**config.mk**
```make
export PLATFORM = sky130hd
export DESIGN_NAME = lpi_timer_ctrl
export DESIGN_NICKNAME = d
export VERILOG_FILES = /design/src/rtl/lpi_timer_pkg.sv /design/src/rtl/lpi_timer_datapath.sv /design/src/rtl/lpi_timer_control.sv /design/src/rtl/lpi_timer_ctrl.sv
export SDC_FILE = /design/constraint.sdc
export NUM_CORES = 1
export LEC_CHECK = 0
export BUFFER_PORTS_ARGS = -buffer_cell sky130_fd_sc_hd__buf_2
export CORE_MARGIN = 1.5
export CORE_UTILIZATION = 41
export CTS_CLUSTER_SIZE = 40
export DETAILED_ROUTE_END_ITERATION = 10
export HOLD_SLACK_MARGIN = 0.12
export PLACE_DENSITY = 0.66
export REMOVE_ABC_BUFFERS = 1
export SKIP_LAST_GASP = 1
export SLEW_MARGIN = 15
export SYNTH_ARGS = -nofsm -noshare
export SYNTH_HDL_FRONTEND = slang
export SYNTH_SLANG_ARGS = --single-unit
```
**constraint.sdc**
```tcl
create_clock -name clk -period 2.3 [get_ports clk]
set_input_delay 0.575 -clock clk [delete_from_list [all_inputs] [get_ports clk]]
set_output_delay 0.575 -clock clk [all_outputs]
set_load 0.005 [all_outputs]
```
**src/rtl/lpi_timer_pkg.sv**
```systemverilog
package lpi_timer_pkg;

  localparam int CTRL_W = 32;
  localparam int LS_LSB = 16;

  typedef enum logic [1:0] {
    ST_ACTIVE = 2'd0,
    ST_LPI    = 2'd1,
    ST_WAKE   = 2'd2
  } lpiState_t;

  typedef struct packed {
    logic wakeClr;
    logic wakeRun;
    logic exitSet;
  } lpiStrobe_t;

endpackage

```
**src/rtl/lpi_timer_datapath.sv**
```systemverilog
module lpi_timer_datapath
  import lpi_timer_pkg::*;
#(
  parameter int LS_W   = 10,
  parameter int TW_W   = 16,
  parameter int LS_RST = 1000
) (
  input  logic              clk,
  input  logic              rstN,
  input  logic              ctrlWrEn,
  input  logic [CTRL_W-1:0] ctrlWrData,
  output logic [CTRL_W-1:0] ctrlRdData,
  input  logic              statusRdEn,
  input  logic              msTick,
  input  logic              usTick,
  input  logic              linkUp,
  input  lpiStrobe_t        strobes,
  output logic              linkReady,
  output logic              wakeDone,
  output logic              exitFlag
);

  localparam int LS_MSB = LS_LSB + LS_W - 1;
  localparam logic [LS_W-1:0] LS_INIT = LS_W'(LS_RST);

  logic [LS_W-1:0] lsTime;
  logic [TW_W-1:0] twTime;
  logic [LS_W-1:0] linkCnt;
  logic [TW_W-1:0] wakeCnt;

  // reserved bits of the write word are dropped
  logic unusedRsvd;
  assign unusedRsvd = ^ctrlWrData[CTRL_W-1:LS_MSB+1];

  // control word storage
  always_ff @(posedge clk) begin
    if (!rstN) begin
      lsTime <= LS_INIT;
      twTime <= '0;
    end else if (ctrlWrEn) begin
      lsTime <= ctrlWrData[LS_MSB:LS_LSB];
      twTime <= ctrlWrData[TW_W-1:0];
    end
  end

  always_comb begin
    ctrlRdData                 = '0;
    ctrlRdData[LS_MSB:LS_LSB]  = lsTime;
    ctrlRdData[TW_W-1:0]       = twTime;
  end

  // link-stable counter: clears on link loss, saturates at lsTime
  always_ff @(posedge clk) begin
    if (!rstN || !linkUp) begin
      linkCnt <= '0;
    end else if (msTick && (linkCnt < lsTime)) begin
      linkCnt <= linkCnt + 1'b1;
    end
  end

  assign linkReady = linkUp && (linkCnt >= lsTime);

  // wake counter: cleared when LPI ends, runs in the wake state
  always_ff @(posedge clk) begin
    if (!rstN || strobes.wakeClr) begin
      wakeCnt <= '0;
    end else if (strobes.wakeRun && usTick && (wakeCnt < twTime)) begin
      wakeCnt <= wakeCnt + 1'b1;
    end
  end

  assign wakeDone = (wakeCnt >= twTime);

  // sticky exit flag: set has priority over read-clear
  always_ff @(posedge clk) begin
    if (!rstN) begin
      exitFlag <= 1'b0;
    end else if (strobes.exitSet) begin
      exitFlag <= 1'b1;
    end else if (statusRdEn) begin
      exitFlag <= 1'b0;
    end
  end

endmodule

```
**src/rtl/lpi_timer_control.sv**
```systemverilog
module lpi_timer_control
  import lpi_timer_pkg::*;
(
  input  logic       clk,
  input  logic       rstN,
  input  logic       linkUp,
  input  logic       lpiEnable,
  input  logic       txPending,
  input  logic       linkReady,
  input  logic       wakeDone,
  output lpiStrobe_t strobes,
  output logic       lpiAssert,
  output logic       txAllowed
);

  lpiState_t state, stateNext;

  always_comb begin
    stateNext = state;
    strobes   = '0;
    unique case (state)
      ST_ACTIVE: begin
        if (linkReady && lpiEnable && !txPending) stateNext = ST_LPI;
      end
      ST_LPI: begin
        if (!linkUp) begin
          stateNext = ST_ACTIVE;
        end else if (txPending || !lpiEnable) begin
          stateNext       = ST_WAKE;
          strobes.wakeClr = 1'b1;
        end
      end
      ST_WAKE: begin
        strobes.wakeRun = 1'b1;
        if (!linkUp) begin
          stateNext = ST_ACTIVE;
        end else if (wakeDone) begin
          stateNext       = ST_ACTIVE;
          strobes.exitSet = 1'b1;
        end
      end
      default: stateNext = ST_ACTIVE;
    endcase
  end

  always_ff @(posedge clk) begin
    if (!rstN) state <= ST_ACTIVE;
    else       state <= stateNext;
  end

  assign lpiAssert = (state == ST_LPI);
  assign txAllowed = (state == ST_ACTIVE);

endmodule

```
**src/rtl/lpi_timer_ctrl.sv**
```systemverilog
module lpi_timer_ctrl
  import lpi_timer_pkg::*;
#(
  parameter int LS_W   = 10,
  parameter int TW_W   = 16,
  parameter int LS_RST = 1000
) (
  input  logic        clk,
  input  logic        rstN,
  input  logic        ctrlWrEn,
  input  logic [31:0] ctrlWrData,
  output logic [31:0] ctrlRdData,
  input  logic        statusRdEn,
  input  logic        msTick,
  input  logic        usTick,
  input  logic        linkUp,
  input  logic        lpiEnable,
  input  logic        txPending,
  output logic        lpiAssert,
  output logic        txAllowed,
  output logic        lpiExitStatus
);

  lpiStrobe_t strobes;
  logic       linkReady;
  logic       wakeDone;

  lpi_timer_datapath #(
    .LS_W  (LS_W),
    .TW_W  (TW_W),
    .LS_RST(LS_RST)
  ) dp_i (
    .clk       (clk),
    .rstN      (rstN),
    .ctrlWrEn  (ctrlWrEn),
    .ctrlWrData(ctrlWrData),
    .ctrlRdData(ctrlRdData),
    .statusRdEn(statusRdEn),
    .msTick    (msTick),
    .usTick    (usTick),
    .linkUp    (linkUp),
    .strobes   (strobes),
    .linkReady (linkReady),
    .wakeDone  (wakeDone),
    .exitFlag  (lpiExitStatus)
  );

  lpi_timer_control ctl_i (
    .clk      (clk),
    .rstN     (rstN),
    .linkUp   (linkUp),
    .lpiEnable(lpiEnable),
    .txPending(txPending),
    .linkReady(linkReady),
    .wakeDone (wakeDone),
    .strobes  (strobes),
    .lpiAssert(lpiAssert),
    .txAllowed(txAllowed)
  );

endmodule

```
==> impl_results.md <==
- Run status: completed
- Post-synthesis adder-cell area fraction: 0.116
- Synth Flop Type: dfxtp_1
- Cell variety after synth: 41
- Worst Path Max Fanout: 6
- DIE HEIGHT: 88.8 um
- Placed cell areas: 3600 um2
- CTS tree: yes
- Synth Area in Compound Gates: 0.110
- H-Tree Level Count: 2
- LEAKAGE: 1.80 nW
- Vias in the first global route: 2464
- Final setup vio count: 0
- Post-synth ARST share: 0
- F_max: 437 MHz
- Sequential cell area: about 1100 um2
- Pre-CTS setup slack: -0.0639 ns
- Clock tree buffer depth: 2
- Cell taking the most area after synthesis: dfxtp_1
- Fin. max-slew vios: 0
- Die Wd: between 80 and 90 um
- Syn avg cell area: 8.83 um2
- Fill cells: approximately 650
- Mapped cell area: 3020 um2
- # rows: 31
- Area Overhead vs Synth: 33.4%
- Vias post-DR: between 2000 and 3000
- DR WL/cell: 13.4 um
- Clk sinks: 55
- Multi-input combinational cell area: 1900 um2
- Initial drt markers: 78
- Residual DRC count: 0
- Number of synthesized flops with an enable pin: 0
- Largest family of logic cells by synthesized area: simple AND/OR/NAND/NOR gates
- Fin crit share: 0.995
- Fraction of the mapped netlist area in simple logic gates: 0.225
- DRT antenna net count: 0
- First-pass GRT wire length: roughly 11 mm
- Min Hold Slack: ~0.47 ns
- Final worst slack: 0.0112 ns
- Final WL: 7.17 mm
- Crit-path leading delay family: simple AND/OR/NAND/NOR gates
- Drt pass-1 iters: 4
- Critical Path End Type: flop
- Vias per Instance: between 5 and 6
- Post-Synthesis Cells: 342
- Ys Warns: 0
- Antenna violations before repair: 0
- IO Count: 76
- Critical path class: flop to flop
- Diode count: 0
- Seq/Total Area, Yosys: 0.365
- Synth Area in XOR/XNOR: 0.0319
- CP required: between 2 and 3 ns
- Worst Setup Start Kind: flop
- Worst Path Arrival: 2.53 ns
- Critical path's slowest cell: or4_4
- TNS Setup: 0 ns
- CTS buffer count: 5
- Die area: 7890 um2
- Root Buffer: clkbuf_8
- CP Cell Sequence: ha_4, a21oi_2, o21a_1, a2bb2oi_1, buf_4, nand3_4, clkbuf_16, or4_4, a21oi_2
- Skew final: 0.0108 ns
- Fin nets: 505
- Post-layout instance area: 4030 um2
- Rel. slew slack: 0.578
- Initial Utilization: 0.421
- Mux contribution to synthesized area: 0.0729
- Ranking of synthesized cells by area: dfxtp_1, ha_1, mux2i_1
- Remaining Overflow, GRT: 0
- GR Util All Layers: 0.174
- Actual slew at the worst max-slew pin: 0.632 ns
- Port Buffers: 63
- Power density over cell area: between 400 and 500 nW/um2
- Post-layout min period: between 2 and 2.5 ns
- Max cap viols: 0
- RSZ-0062 raised after global routing: true
- Buffers & Inverters on Critical Path: 2
- Share of layout cells above drive strength 1: 0.366
- Clk_lat worst skew: 0.31 ns
- DP Wirelength: 4.89 mm
- Core area: 7180 um2
- Max stage delay on crit path: 0.52 ns
- GP Congestion: 0.782
- Hold Vio Cnt, Final: 0
- Largest net degree at the start of global routing: 33
- Yosys reg bits: 55
- Top cell type's share of synthesized area: 0.365
- Clk slew on worst S/H paths: 0.10 ns
- Most frequent cell on the critical path: a21oi_2
- Peak VDD IR: about 0.00023 V
- Hold WC Path Type: primary input to flop
synth_stat cells (2+ instances only):
master and number:
a211oi_1 2, a21oi_1 22, and2_1 4, and3_1 4
and4_1 5, buf_2 2, buf_4 6, clkbuf_1 9
dfxtp_1 55, ha_1 28, inv_1 30, mux2i_1 22
nand2_1 25, nand2b_1 3, nand3_1 12, nand4_1 11
nor2_1 16, nor2b_1 22, nor4_1 2, o211ai_1 7
o21ai_0 5, o31ai_1 11, or4_1 12, xnor2_1 3
xor2_1 8
area by class of cell:
class                      instances  share of cell area
sequential                        55               0.278
timing repair buffer             102               0.167
multi-input combinational        242               0.470
clock buffer                       7              0.0239
tap                               99              0.0307
inverter                          30              0.0280
clock inverter                     1             0.00186
per-stage QoR:
stage	cells	total power (W)	utilization
floorplan	327	0.00113	-
global placement	520	0.00124	0.502
detailed placement	520	0.00124	0.502
CTS	529	0.00184	0.519
global route	536	0.00193	0.561
finish	536	0.00184	0.561
placed cells by master (no fill, tap or decap), types with 4 or more instances in the layout:
cell and n:
inv_1 23, and2_1 4, and4_1 5, o211ai_1 7, buf_6 4, ha_4 8, buf_2 63, mux2i_1 22
or4_1 7, and3_1 4, clkbuf_8 7, dfxtp_1 41, nor2b_1 22, inv_2 7, conb_1 6, ha_1 20
buf_4 31, nor2_1 16, a21oi_2 8, a21oi_1 14, nand4_1 11, dfxtp_2 14, xor2_1 8, o31ai_1 8
nand2_1 25, or4_4 5, nand3_1 12
flip-flops by register name, indices dropped and copies added, names as in the netlist:
name,cells
dp_i.twTime,16
dp_i.wakeCnt,16
dp_i.linkCnt,10
dp_i.lsTime,10
ctl_i.state,2
dp_i.exitFlag,1
kinds of logic after synthesis:
logic type	count (synthesis)
adders and majority gates	28
xor gates and xnor gates	11
muxes	22
and+or+nand+nor	122
other	1
DFF	55
AOI/OAI and AO/OA	53
buffers and inverters	50
power by group:
group	internal (W)	switching, W	total, W
clock network	0.000275	0.000324	0.000598
registers	0.000983	0.0000184	0.00100
logic	0.000121	0.000120	0.000241
total	0.00138	0.000462	0.00184
routing by layer:
layer  track usage  routed length, um
met5             0                  0
met4        0.0469                106
met3        0.0280                289
met2         0.306               3330
met1         0.220               3450
tightest hold or removal path, cell delays in order:
cell and delay (ns):
buf_2 0.07, nand2_1 0.04, o211ai_1 0.06
final timing paths:
| check | start | end | slack (ns) | cells after the start |
|---|---|---|---|---|
| max reg2reg | dp_i.wakeCnt[11] | dp_i.wakeCnt[9] | 0.01 | 9 |
| max | dp_i.wakeCnt[11] | dp_i.wakeCnt[9] | 0.01 | 9 |
| min reg2reg | ctl_i.state[1] | ctl_i.state[0] | 0.48 | 1 |
| min | ctrlWrData[19] | dp_i.lsTime[3] | 0.47 | 3 |
what timing repair did:
| action | 4_1_cts | 5_1_grt |
|---|---|---|
| pin swaps | 4 | 26 |
| cloned | 0 | 4 |
| gates resized for setup | 3 | 52 |
| endpoints found under the hold margin | 0 | 0 |
| endpoints found under the setup margin | 17 | 16 |
| setup buffers | 1 | 3 |
| hold buffers | 0 | 0 |
Power figures use the tool's default switching activity.
